==> src/rtl/dpwm_pkg.sv <==
// Package: shared address map and helpers for the dual PWM block.
// Assumes a register index space where index 0 is the divider reload
// and indices 1..N are the channel duty values.
package dpwm_pkg;
    localparam int unsigned RELOAD_IDX = 0;

    // Register index of the duty value for a given channel.
    function automatic int unsigned duty_idx(input int unsigned ch);
        return ch + 1;
    endfunction
endpackage

==> src/rtl/dpwm_regs.sv <==
// Module: register file holding the divider reload value and one duty
// value per channel. Writes are synchronous; reads are combinational.
// Assumes NUM_CH + 1 <= 2**ADDR_W. Unmapped addresses read zero and
// ignore writes.
module dpwm_regs
    import dpwm_pkg::*;
#(
    parameter int DATA_W = 8,
    parameter int NUM_CH = 2,
    parameter int ADDR_W = 2
) (
    input  logic                           clk,
    input  logic                           rst_n,
    input  logic                           wr_en,
    input  logic [ADDR_W-1:0]              wr_addr,
    input  logic [DATA_W-1:0]              wr_data,
    input  logic [ADDR_W-1:0]              rd_addr,
    output logic [DATA_W-1:0]              rd_data,
    output logic [DATA_W-1:0]              reload_o,
    output logic [NUM_CH-1:0][DATA_W-1:0]  duty_o
);
    localparam int NUM_REGS = NUM_CH + 1;

    logic [DATA_W-1:0]             reload_q;
    logic [NUM_CH-1:0][DATA_W-1:0] duty_q;
    logic                          mapped_wr;

    // Store the divider reload value.
    always_ff @(posedge clk) begin
        if (!rst_n)
            reload_q <= '0;
        else if (wr_en && wr_addr == ADDR_W'(RELOAD_IDX))
            reload_q <= wr_data;
    end

    // One duty register per channel.
    for (genvar i = 0; i < NUM_CH; i++) begin : g_duty
        always_ff @(posedge clk) begin
            if (!rst_n)
                duty_q[i] <= '0;
            else if (wr_en && wr_addr == ADDR_W'(duty_idx(i)))
                duty_q[i] <= wr_data;
        end
    end

    // Readback multiplexer; unmapped addresses return zero.
    always_comb begin
        rd_data = '0;
        if (rd_addr == ADDR_W'(RELOAD_IDX))
            rd_data = reload_q;
        for (int i = 0; i < NUM_CH; i++) begin
            if (rd_addr == ADDR_W'(duty_idx(i)))
                rd_data = duty_q[i];
        end
    end

    // Flags a write that targets a mapped register.
    always_comb mapped_wr = wr_en && (int'(wr_addr) < NUM_REGS);

    assign reload_o = reload_q;
    assign duty_o   = duty_q;


    unmapped_wr_chk: assert property (@(posedge clk) disable iff (!rst_n)
        (!mapped_wr) |=> ($stable(reload_q) && $stable(duty_q)));
endmodule

==> src/rtl/dpwm_timebase.sv <==
// Module: shared time base. It halves the clock, divides by
// (reload + 1), and steps a counter from 0 to 2**DATA_W - 2 before
// wrapping. A new reload value is taken only when the divider reloads,
// so the counter is never restarted by a write.
module dpwm_timebase #(
    parameter int DATA_W = 8
) (
    input  logic              clk,
    input  logic              rst_n,
    input  logic [DATA_W-1:0] reload_i,
    output logic [DATA_W-1:0] cnt_o
);
    localparam logic [DATA_W-1:0] CNT_TOP = DATA_W'((2 ** DATA_W) - 2);

    logic              half_q;
    logic [DATA_W-1:0] pre_q;
    logic [DATA_W-1:0] active_q;
    logic [DATA_W-1:0] cnt_q;
    logic              pre_wrap;

    // Divide the system clock by two.
    always_ff @(posedge clk) begin
        if (!rst_n) half_q <= 1'b0;
        else        half_q <= ~half_q;
    end

    always_comb pre_wrap = half_q && (pre_q == active_q);

    // Divider count; latches the new reload value when it wraps.
    always_ff @(posedge clk) begin
        if (!rst_n) begin
            pre_q    <= '0;
            active_q <= '0;
        end else if (pre_wrap) begin
            pre_q    <= '0;
            active_q <= reload_i;
        end else if (half_q) begin
            pre_q    <= pre_q + 1'b1;
        end
    end

    // Shared period counter, modulo (2**DATA_W - 1).
    always_ff @(posedge clk) begin
        if (!rst_n)
            cnt_q <= '0;
        else if (pre_wrap)
            cnt_q <= (cnt_q == CNT_TOP) ? '0 : cnt_q + 1'b1;
    end

    assign cnt_o = cnt_q;


    cnt_range_chk: assert property (@(posedge clk) disable iff (!rst_n)
        cnt_q <= CNT_TOP);

    cnt_step_chk: assert property (@(posedge clk) disable iff (!rst_n)
        (cnt_q != $past(cnt_q)) |->
            ((cnt_q == $past(cnt_q) + 1'b1) ||
             ($past(cnt_q) == CNT_TOP && cnt_q == '0)));

    pre_range_chk: assert property (@(posedge clk) disable iff (!rst_n)
        pre_q <= active_q);
endmodule

==> src/rtl/dpwm_channel.sv <==
// Module: one PWM channel. It drives its output low while the duty
// value is larger than the shared count. The output is registered, so
// a duty change shows up one clock after it is stored, and the output
// is high during reset.
module dpwm_channel #(
    parameter int DATA_W = 8
) (
    input  logic              clk,
    input  logic              rst_n,
    input  logic [DATA_W-1:0] cnt_i,
    input  logic [DATA_W-1:0] duty_i,
    output logic              pwm_o
);
    localparam logic [DATA_W-1:0] DUTY_MAX = '1;

    logic pwm_q;

    // Glitch-free output register for the comparison.
    always_ff @(posedge clk) begin
        if (!rst_n) pwm_q <= 1'b1;
        else        pwm_q <= !(duty_i > cnt_i);
    end

    assign pwm_o = pwm_q;


    duty_zero_chk: assert property (@(posedge clk) disable iff (!rst_n)
        (duty_i == '0) |=> pwm_q);

    duty_full_chk: assert property (@(posedge clk) disable iff (!rst_n)
        (duty_i == DUTY_MAX) |=> !pwm_q);
endmodule

==> src/rtl/dual_pwm.sv <==
// Module: top level of the dual PWM. It holds the register file and the
// shared time base, and instantiates one comparator channel per output.
// Assumes a single clock domain and a synchronous active-low reset.
module dual_pwm #(
    parameter int DATA_W = 8,
    parameter int NUM_CH = 2,
    parameter int ADDR_W = 2
) (
    input  logic              clk,
    input  logic              rst_n,
    input  logic              wr_en,
    input  logic [ADDR_W-1:0] wr_addr,
    input  logic [DATA_W-1:0] wr_data,
    input  logic [ADDR_W-1:0] rd_addr,
    output logic [DATA_W-1:0] rd_data,
    output logic [NUM_CH-1:0] pwm_o
);
    logic [DATA_W-1:0]             reload;
    logic [NUM_CH-1:0][DATA_W-1:0] duty;
    logic [DATA_W-1:0]             cnt;

    dpwm_regs #(.DATA_W(DATA_W), .NUM_CH(NUM_CH), .ADDR_W(ADDR_W)) u_regs (
        .clk(clk), .rst_n(rst_n), .wr_en(wr_en), .wr_addr(wr_addr),
        .wr_data(wr_data), .rd_addr(rd_addr), .rd_data(rd_data),
        .reload_o(reload), .duty_o(duty)
    );

    dpwm_timebase #(.DATA_W(DATA_W)) u_tb (
        .clk(clk), .rst_n(rst_n), .reload_i(reload), .cnt_o(cnt)
    );

    for (genvar i = 0; i < NUM_CH; i++) begin : g_ch
        dpwm_channel #(.DATA_W(DATA_W)) u_ch (
            .clk(clk), .rst_n(rst_n), .cnt_i(cnt), .duty_i(duty[i]),
            .pwm_o(pwm_o[i])
        );
    end


    reset_high_chk: assert property (@(posedge clk)
        (!rst_n) |=> (pwm_o == '1));
endmodule

==> config.mk <==
export PLATFORM = sky130hd
export DESIGN_NAME = dual_pwm
export DESIGN_NICKNAME = d
export VERILOG_FILES = /design/src/rtl/dpwm_pkg.sv /design/src/rtl/dpwm_regs.sv /design/src/rtl/dpwm_timebase.sv /design/src/rtl/dpwm_channel.sv /design/src/rtl/dual_pwm.sv
export SDC_FILE = /design/constraint.sdc
export NUM_CORES = 1
export LEC_CHECK = 0
export BUFFER_PORTS_ARGS = -buffer_cell sky130_fd_sc_hd__buf_2
export CAP_MARGIN = 20
export CORE_MARGIN = 5
export CORE_UTILIZATION = 48
export CTS_CLUSTER_DIAMETER = 120
export DETAILED_ROUTE_END_ITERATION = 12
export PLACE_DENSITY = 0.65
export SETUP_SLACK_MARGIN = 0.5
export SKIP_CTS_REPAIR_TIMING = 1
export SLEW_MARGIN = 20
export SYNTH_ARGS = -nofsm -noshare
export SYNTH_HDL_FRONTEND = slang
export SYNTH_SLANG_ARGS = --single-unit
export TNS_END_PERCENT = 30
==> constraint.sdc <==
create_clock -name clk -period 1.85 [get_ports clk]
set_input_delay 0.37 -clock clk [delete_from_list [all_inputs] [get_ports clk]]
set_output_delay 0.37 -clock clk [all_outputs]
set_load 0.03 [all_outputs]
==> flow_summary_export.csv, run 1 <==
group,metric,value,unit
route,vias,2060,
power_and_ir_drop,swShare,0.281,
power_and_ir_drop,p_per_area,694,nW/um2
route,ant_nets,0,
power_and_ir_drop,power,2.19,mW
sta,timing.hold.ws,358,ps
die,die_area,7170,um2
sta,setup_ws,137,ps
grt,grt_util_met3,0.0373,
critical_path,arrival,1950,ps
finish,syn_to_final_growth,17.8,%
logic_synthesis,syn_nets,330,
worst_hold_path,worstHoldPathType,"input port to flip-flop",
sta,slew_viol_final,0,
logic_synthesis,synthSimpleGateAreaFrac,0.215,
logic_synthesis,synth_top_area_frac,0.381,
power_and_ir_drop,p_comb_frac,0.167,
logic_synthesis,synth_xor_area_frac,0.0491,
clocking,clk_pin_slew_worst_paths,100,ps
grt,grt_use_met2,0.256,
grt,use_met1,0.224,
finish,finalNetCount,355,
route,initialDrtViolationCount,88,
placed_design,port_buffers,24,
die,rows,27,
critical_path,crit_start,"u_tb.active_q[7]$_SDFFE_PN0P_",
placed_design,placedCellCount,381,
finish,n_fill_cell,512,
worst_hold_path,worstHoldStart,"wr_data[7]",
route,wl_per_cell,14.1,um
critical_path,cp-end-kind,"flip-flop",
finish,postLayoutCoreUtil,0.576,
run,max_cap_violations,0,
clocking,cts.sinks,51,
logic_synthesis,synth_ff_type,"dfxtp_1",
route,post_drt_via_cell_ratio,5.23,
power_and_ir_drop,peakVddDrop,0.396,mV
grt,antenna_found_initial,0,
critical_path,crit_required,2080,ps
logic_synthesis,syn_area_per_cell,9.04,um2
clocking,clk_latency,300,ps
critical_path,regToRegStartpoint,"u_tb.active_q[7]$_SDFFE_PN0P_",
sta,fin_skew,9.61,ps
die,coreArea,5470,um2
route,wirelength,5.57,mm
finish,drive_gt1_frac,0.208,
route,drt-pass1-iter-count,4,
die,die_h,84.7,um
critical_path,startpoint_type,"flip-flop",
finish,design_area,3150,um2
power_and_ir_drop,pwr-share-seq,0.534,
sta,fmax,584,MHz
logic_synthesis,yosys.area_share.adder,0.0888,
finish,antenna_cells,0,
critical_path,worstPathMaxFanout,14,
logic_synthesis,synth_cell_type_count,31,
placed_design,placed_area,2970,um2
power_and_ir_drop,intPower,1.57,mW
sta,worstMarginPinSlew,354,ps
die,initial_utilization,0.489,
sta,fin_crit_sh,0.926,
logic_synthesis,synth-edff-count,0,
logic_synthesis,synth_seq_cells,51,
grt,grt_pass1_wl,9.59,mm
logic_synthesis,synthCells,296,
critical_path,worstSetupPathType,"flip-flop to flip-flop",
run_status,status,"finished clean",
grt,gr-total-overflow,0,
power_and_ir_drop,power_frac_clock,0.299,
sta,relSlewSlack,0.764,
logic_synthesis,netlist_area,2680,um2
die,die_w,84.7,um
logic_synthesis,yosysTopAreaCell,"dfxtp_1",
route,drc,0,
logic_synthesis,yosysMostFrequentCell,"dfxtp_1",
sta,setup-tns-final,0,ps
sta,finalCriticalPeriod,1710,ps
logic_synthesis,synth_top_family_by_area,"simple AND/OR/NAND/NOR gates",
clocking,h-tree-depth,2,
logic_synthesis,synthArstFlopShare,0,
logic_synthesis,seq_area_frac_synth,0.381,
power_and_ir_drop,leakage,1.31,nW
finish,instances_no_fill,394,
clocking,cts_buffers,5,
grt,gr-usage-all-layers,0.163,
grt,grt_max_degree,38,
die,ios,25,
grt,grt_busiest_layer,"met2",
placed_design,dpl_worst_slack,179,ps
clocking,cts_tree,"yes",
logic_synthesis,synth_common_cells,"dfxtp_1 (51), mux2i_1 (33), nor2b_1 (33)",
power_and_ir_drop,power.switching,0.616,mW
clocking,clockBufferDepth,2,
clocking,cts_root_buf,"clkbuf_8",
logic_synthesis,synth_area_leaders,"dfxtp_1 (38%), mux2i_1 (12%), ha_1 (8.9%)",
placed_design,dp_hpwl,4.06,mm
grt,grt_pass1_vias,2000,
logic_synthesis,synth_warnings,0,
placed_design,gp_congestion,0.804,
sta,rsz0062_at_grt,"true",
sta,timing.final.hold_violations,0,
logic_synthesis,synth_compound_area_frac,0.0921,
sta,setup_viol_count_final,0,
logic_synthesis,synthMuxAreaShare,0.123,
-- registers in the layout (all words and copies together), names as in the netlist --
signal and count:
g_ch.u_ch.pwm_o 2, u_regs.duty_o 16, u_regs.reload_o 8, u_tb.cnt_o 8, u_tb.half_q 1, u_tb.active_q 8, u_tb.pre_q 8
-- power groups by stage --
stage	logic (mW)	clock network, mW	registers (mW)
2_1_floorplan	0.260	0	1.18
6_report	0.365	0.655	1.17
3_5_place_dp	0.317	0	1.19
4_1_cts	0.319	0.679	1.17
3_3_place_gp	0.312	0	1.20
5_1_grt	0.404	0.724	1.18
-- cell families (layout without fill, tap and decap cells) --
family,Yosys count,after routing
AO/OA/AOI/OAI,42,42
adder cells (fa/ha/maj),19,19
buffers and inverters,30,56
flip-flops,51,51
XOR/XNOR,15,15
AND/OR/NAND/NOR,106,106
multiplexers,33,33
-- cell usage in the layout, fill, tap and decap left out, types with 4 or more instances in the layout --
cell type,instances
nand4_1,7
o21ai_0,17
inv_1,13
mux2i_1,33
nand2_2,7
a21oi_1,6
xor2_1,10
clkbuf_8,5
ha_1,19
nor2b_1,32
xnor2_1,5
a21boi_1,4
nor2_1,13
nand3_1,13
buf_4,8
dfxtp_1,50
or3_1,4
nand2_1,13
nand3b_1,4
buf_2,24
o21ai_4,8
-- path summary, 6_finish.rpt --
check                                  endpoint  slack, ps  cells after the start
hold / removal    u_regs.duty_o[7]$_SDFFE_PN0P_        360                      3
setup reg to reg     u_tb.cnt_o[7]$_SDFFE_PN0P_        140                      6
hold reg to reg   u_tb.active_q[0]$_SDFFE_PN0P_        480                      2
setup / recovery     u_tb.cnt_o[7]$_SDFFE_PN0P_        140                      6
-- critical path, cell delays in order, from the launching register on --
cell,delay [ps]
dfxtp_1,330
xor2_1,170
nor4_2,320
nand4_2,180
buf_12,190
or3_1,310
a21boi_1,140
-- layout make-up --
type	count	area [um2]	share of cell area
Multi-Input combinational cell	215	1650	0.524
Timing Repair Buffer	35	245	0.0778
Tap cell	72	90.1	0.0286
Sequential cell	51	1020	0.324
Clock buffer	5	68.8	0.0218
Inverter	13	48.8	0.0155
Clock inverter	3	25.0	0.00794
-- routing by layer --
layer / vias to the layer above / wire (um) / share of wire
li1: 1069 / - / -
met1: 956 / 2820 / 0.51
met4: 0 / 63 / 0.011
met5: - / 0 / 0
met3: 6 / 163 / 0.029
met2: 29 / 2520 / 0.45
(Power assumes the default switching activity.)
==> run 2: changes to the inputs <==
--- a/config.mk
+++ b/config.mk
@@ -5,7 +5,7 @@
 export SDC_FILE = /design/constraint.sdc
 export NUM_CORES = 1
 export LEC_CHECK = 0
-export BUFFER_PORTS_ARGS = -buffer_cell sky130_fd_sc_hd__buf_2
+export BUFFER_PORTS_ARGS = -buffer_cell sky130_fd_sc_hd__buf_4
 export CAP_MARGIN = 20
 export CORE_MARGIN = 5
 export CORE_UTILIZATION = 48
==> run 2 against run 1 <==
Critical path depth down 1; power increased by 9.6%; sequential share of layout area is 0.063 points lower; clock-buffer cell count grew 1; utilization grew 0.18 points; global-route usage grew 0.074 points; first-iteration DRC count fell by 14%; sequential cell count unchanged; clock power increased by 37%; critical endpoint is now rd_data[0]; final cell count fell by 1.3%; non-clock buffer count is 5 lower; largest cell class unchanged; routed wire length up 0.54%.
==> flow_summary_export.csv, run 2 (synthesized netlist as in run 1, its figures left out) <==
group,metric,value,unit
sta,slew_viol_final,0,
critical_path,r2r-end,"u_tb.cnt_o[0]$_SDFFE_PN0P_",
clocking,clockBufferDepth,2,
route,wl_per_cell,14.4,um
clocking,cts_buffers,5,
finish,instances_no_fill,389,
route,wirelength,5.60,mm
die,rows,27,
finish,n_fill_cell,509,
sta,setup_viol_count_final,0,
finish,drive_gt1_frac,0.189,
critical_path,worstSetupPathType,"input port to output pin",
placed_design,gp_congestion,0.778,
die,coreArea,5470,um2
sta,worstMarginPinSlew,347,ps
clocking,h-tree-depth,2,
sta,fmax,612,MHz
route,vias,2004,
critical_path,arrival,1260,ps
worst_hold_path,hold_end,"u_regs.reload_o[5]$_SDFFE_PN0P_",
placed_design,placed_area,3020,um2
sta,timing.hold.ws,339,ps
placed_design,dp_hpwl,4.16,mm
critical_path,worstPathMaxFanout,9,
clocking,cts_tree,"yes",
critical_path,crit_required,1480,ps
finish,design_area,3160,um2
route,ant_nets,0,
route,drt-pass1-iter-count,4,
route,initialDrtViolationCount,76,
critical_path,rrSetupSlack,220,ps
die,die_h,84.7,um
critical_path,cp-end-kind,"output pin",
clocking,clk_latency,300,ps
finish,syn_to_final_growth,18.2,%
finish,layout_common_cells,"dfxtp_1 (49), mux2i_1 (33), nor2b_1 (32), buf_4 (29), ha_1 (19)",
sta,rsz0062_at_grt,"true",
finish,finalNetCount,350,
power_and_ir_drop,leakage,1.30,nW
worst_hold_path,min_path_cells,3,
finish,postLayoutCoreUtil,0.578,
worst_hold_path,worstHoldPathType,"input port to flip-flop",
sta,fin_crit_sh,0.883,
grt,grt_pass1_vias,1982,
placed_design,placedCellCount,381,
clocking,cts_root_buf,"clkbuf_8",
die,ios,25,
power_and_ir_drop,peakVddDrop,0.454,mV
grt,gr-total-overflow,0,
finish,antenna_cells,0,
die,die_area,7170,um2
grt,antenna_found_initial,0,
run,max_cap_violations,0,
clocking,cts.sinks,51,
critical_path,regToRegStartpoint,"u_tb.pre_q[6]$_SDFFE_PP0P_",
die,initial_utilization,0.489,
clocking,clk_pin_slew_worst_paths,90,ps
grt,gr-usage-all-layers,0.163,
sta,timing.final.hold_violations,0,
placed_design,port_buffers,24,
sta,fin_skew,4.10,ps
worst_hold_path,worstHoldStart,"wr_data[5]",
power_and_ir_drop,p_per_area,759,nW/um2
grt,grt_max_degree,34,
sta,setup-tns-final,0,ps
die,die_w,84.7,um
sta,relSlewSlack,0.768,
route,post_drt_via_cell_ratio,5.15,
grt,grt_pass1_wl,9.59,mm
critical_path,startpoint_type,"input port",
finish,largest_reg_flops,16,
sta,finalCriticalPeriod,1630,ps
finish,final_common_cell,"dfxtp_1",
critical_path,reg2reg_depth,6,
route,drc,0,
run_status,status,"finished clean",
## run 2: cell types whose count changed in the layout (fill, tap and decap cells not counted), moves of 2 or more
cell / delta
buf_4: +21
clkinv_4: -2
bufinv_16: +2
buf_2: -24
buf_12: -2
## run 2: per-layer routing
layer / share of wire / GRT usage
met2: 0.47 / 0.269
met1: 0.49 / 0.218
met5: 0 / 0
met4: 0.013 / 0.0432
met3: 0.033 / 0.0334
## run 2: worst max-delay path, stage by stage
cell	delay (ps)
buf_4	180
nor2b_4	320
nand2_1	150
o21ai_4	70
buf_4	170
## run 2: cell type report
class / count / area [um2] / area share
multi-input cells: 215 / 1640 / 0.518
flip-flops and latches: 51 / 1020 / 0.324
repair buffers: 30 / 229 / 0.0724
well taps: 72 / 90.1 / 0.0285
clock buffers: 6 / 72.6 / 0.0229
clock inverters: 2 / 60.1 / 0.0190
inverters: 13 / 48.8 / 0.0154
## run 2: report_power, final
group / internal, mW / switching [mW] / leakage, nW
Sequential: 1.13 / 0.0358 / 0.415
Combinational: 0.150 / 0.182 / 0.822
Clock: 0.540 / 0.358 / 0.0654
Total: 1.82 / 0.576 / 1.30
## run 2: stage by stage
step                power (mW)  worst slack (ps)
floorplan                 1.44               412
global placement          1.52               226
detailed placement        1.53               205
CTS                       2.42               184
global route              2.52               134
finish                    2.40               216
## run 2: worst max path at each step
stage	start	end	slack, ps	cells past startpoint
after floorplan	u_tb.active_q[7]$_SDFFE_PN0P_	u_tb.cnt_o[1]$_SDFFE_PN0P_	410	6
after global routing	u_tb.pre_q[6]$_SDFFE_PP0P_	u_tb.cnt_o[0]$_SDFFE_PN0P_	130	6
after global placement	rd_addr[0]	rd_data[0]	230	5
after detailed placement	rd_addr[0]	rd_data[0]	210	5
after CTS	u_tb.pre_q[6]$_SDFFE_PP0P_	u_tb.cnt_o[7]$_SDFFE_PN0P_	180	6
final	rd_addr[0]	rd_data[0]	220	5
==> run 3: changes to the inputs <==
--- a/config.mk
+++ b/config.mk
@@ -12,7 +12,6 @@
 export CTS_CLUSTER_DIAMETER = 120
 export DETAILED_ROUTE_END_ITERATION = 12
 export PLACE_DENSITY = 0.65
-export SETUP_SLACK_MARGIN = 0.5
 export SKIP_CTS_REPAIR_TIMING = 1
 export SLEW_MARGIN = 20
 export SYNTH_ARGS = -nofsm -noshare
==> run 3 against run 2 <==
Global-route usage is 0.10 points lower; register-to-register slack got worse by 60 ps; die area unchanged; first-iteration DRC count grew 26%; clock power is 18% lower; cell area decreased by 3.9%; combinational power shrank 4%; sequential cell count did not move; sequential power barely moved; power decreased by 7.3%; setup slack worse by 62 ps; critical endpoint is now u_tb.cnt_o[3]$_SDFFE_PN0P_; highest routed layer unchanged.
==> flow_summary_export.csv, run 3 (synthesized netlist as in run 1, its figures left out) <==
group,metric,value,unit
power_and_ir_drop,leakage,1.27,nW
critical_path,worstPathMaxFanout,18,
finish,syn_to_final_growth,13.6,%
power_and_ir_drop,pwr-share-seq,0.525,
sta,setup-tns-final,0,ps
finish,antenna_cells,0,
critical_path,cp-end-kind,"flip-flop",
clocking,clk_pin_slew_worst_paths,90,ps
grt,antenna_found_initial,0,
placed_design,placed_area,2940,um2
die,rows,27,
sta,timing.hold.ws,335,ps
critical_path,regToRegStartpoint,"u_tb.pre_q[7]$_SDFFE_PP0P_",
placed_design,placedCellCount,385,
sta,relSlewSlack,0.652,
run_status,status,"finished clean",
critical_path,cp_cell_sequence,"xor2_1, nor4_2, nand4_2, buf_4, or3_1, a21oi_1",
die,die_h,84.7,um
placed_design,port_buffers,24,
finish,instances_no_fill,392,
sta,finalCriticalPeriod,1700,ps
sta,worstMarginPinSlew,521,ps
finish,layout_common_cells,"dfxtp_1 (51), buf_4 (34), mux2i_1 (33), nor2b_1 (33), o21ai_0 (24)",
critical_path,reg2reg_depth,6,
die,ios,25,
sta,fin_crit_sh,0.917,
sta,rsz0062_at_grt,"false",
run,max_cap_violations,0,
finish,finalNetCount,354,
finish,drive_gt1_frac,0.138,
critical_path,rrSetupSlack,150,ps
sta,setup_viol_count_final,0,
finish,seq_area,1020,um2
worst_hold_path,worstHoldPathType,"input port to flip-flop",
sta,fmax,590,MHz
sta,slew_viol_final,0,
sta,fin_skew,6.31,ps
worst_hold_path,min_path_cells,3,
clocking,cts_buffers,5,
grt,gr-usage-all-layers,0.162,
power_and_ir_drop,intPower,1.68,mW
power_and_ir_drop,power.switching,0.545,mW
route,post_drt_via_cell_ratio,5.09,
die,die_area,7170,um2
route,ant_nets,0,
placed_design,gp_congestion,0.814,
grt,gr-total-overflow,0,
route,wl_per_cell,13.7,um
finish,largest_reg_flops,16,
clocking,cts_root_buf,"clkbuf_8",
die,coreArea,5470,um2
route,initialDrtViolationCount,96,
power_and_ir_drop,p_comb_frac,0.143,
route,wirelength,5.35,mm
grt,grt_pass1_wl,9.47,mm
power_and_ir_drop,power_frac_clock,0.332,
finish,n_fill_cell,525,
grt,grt_max_degree,38,
placed_design,dp_hpwl,4.09,mm
critical_path,slowest_stage,"or3_1",
critical_path,worstSetupPathType,"flip-flop to flip-flop",
route,drc,0,
grt,grt_pass1_vias,1995,
finish,design_area,3040,um2
critical_path,startpoint_type,"flip-flop",
critical_path,max_stage_delay,350,ps
die,initial_utilization,0.489,
clocking,cts.sinks,51,
route,vias,1995,
critical_path,arrival,1930,ps
clocking,cts_tree,"yes",
sta,timing.final.hold_violations,0,
clocking,clk_latency,300,ps
power_and_ir_drop,power,2.22,mW
route,drt-pass1-iter-count,4,
clocking,h-tree-depth,2,
power_and_ir_drop,p_per_area,732,nW/um2
finish,final_common_cell,"dfxtp_1",
power_and_ir_drop,peakVddDrop,0.542,mV
power_and_ir_drop,swShare,0.245,
finish,multi_input_area,1520,um2
critical_path,endpoint,"u_tb.cnt_o[3]$_SDFFE_PN0P_",
die,die_w,84.7,um
critical_path,crit_required,2080,ps
clocking,clockBufferDepth,2,
critical_path,r2r-end,"u_tb.cnt_o[3]$_SDFFE_PN0P_",
critical_path,crit_start,"u_tb.pre_q[7]$_SDFFE_PP0P_",
-- run 3: cell types whose count changed in the layout (fill, tap and decap cells not counted) --
cell	before	now
buf_4	29	34
buf_6	1	0
bufinv_16	2	1
dfxtp_1	49	51
dfxtp_2	2	0
nand2_1	14	21
nand2_2	7	0
nor2_1	13	14
nor2_2	1	0
nor2b_1	32	33
nor2b_4	1	0
o21ai_0	16	24
o21ai_4	8	0
-- run 3: metal layers --
metal  vias up  global-route usage  wire, um
met5         -                   0         0
met4         0              0.0475        72
met3         6              0.0343       111
met2        20               0.251      2450
met1       909               0.227      2720
li1       1060                   -         -
-- run 3: power by group through the flow --
stage,Clock (mW),Sequential (mW),Combinational [mW]
after floorplan,0,1.18,0.239
after global placement,0,1.19,0.315
after detailed placement,0,1.19,0.320
after CTS,0.772,1.17,0.321
after global routing,0.819,1.17,0.355
final,0.739,1.17,0.318
-- run 3: worst max-delay path, delay by kind of cell (launching register included) --
family | cells | cell delay (ps)
flip-flops | 1 | 340
AND/OR/NAND/NOR | 3 | 770
AO/OA/AOI/OAI | 1 | 140
buffers and inverters | 1 | 210
XOR/XNOR | 1 | 170
-- run 3: layout make-up --
cell class / count / area share
inverter: 13 / 0.0161
clock buffer: 6 / 0.0239
tap: 72 / 0.0296
multi-input combinational: 215 / 0.501
sequential: 51 / 0.336
timing repair buffer: 34 / 0.0840
clock inverter: 1 / 0.00988
-- run 3: worst min-delay path by stage --
stage,from,to
floorplan,u_regs.reload_o[0]$_SDFFE_PN0P_,u_tb.active_q[0]$_SDFFE_PN0P_
global placement,u_tb.active_q[7]$_SDFFE_PN0P_,u_tb.active_q[7]$_SDFFE_PN0P_
detailed placement,u_tb.active_q[5]$_SDFFE_PN0P_,u_tb.active_q[5]$_SDFFE_PN0P_
CTS,wr_data[4],u_regs.duty_o[4]$_SDFFE_PN0P_
global route,wr_data[4],u_regs.duty_o[4]$_SDFFE_PN0P_
finish,wr_data[6],u_regs.duty_o[14]$_SDFFE_PN0P_
-- run 3: per-stage QoR --
stage	utilization	worst slack, ps
6_report	0.555	154
5_1_grt	0.555	18.7
4_1_cts	0.555	148
3_5_place_dp	0.537	197
3_3_place_gp	0.537	233
2_1_floorplan	-	-90.7
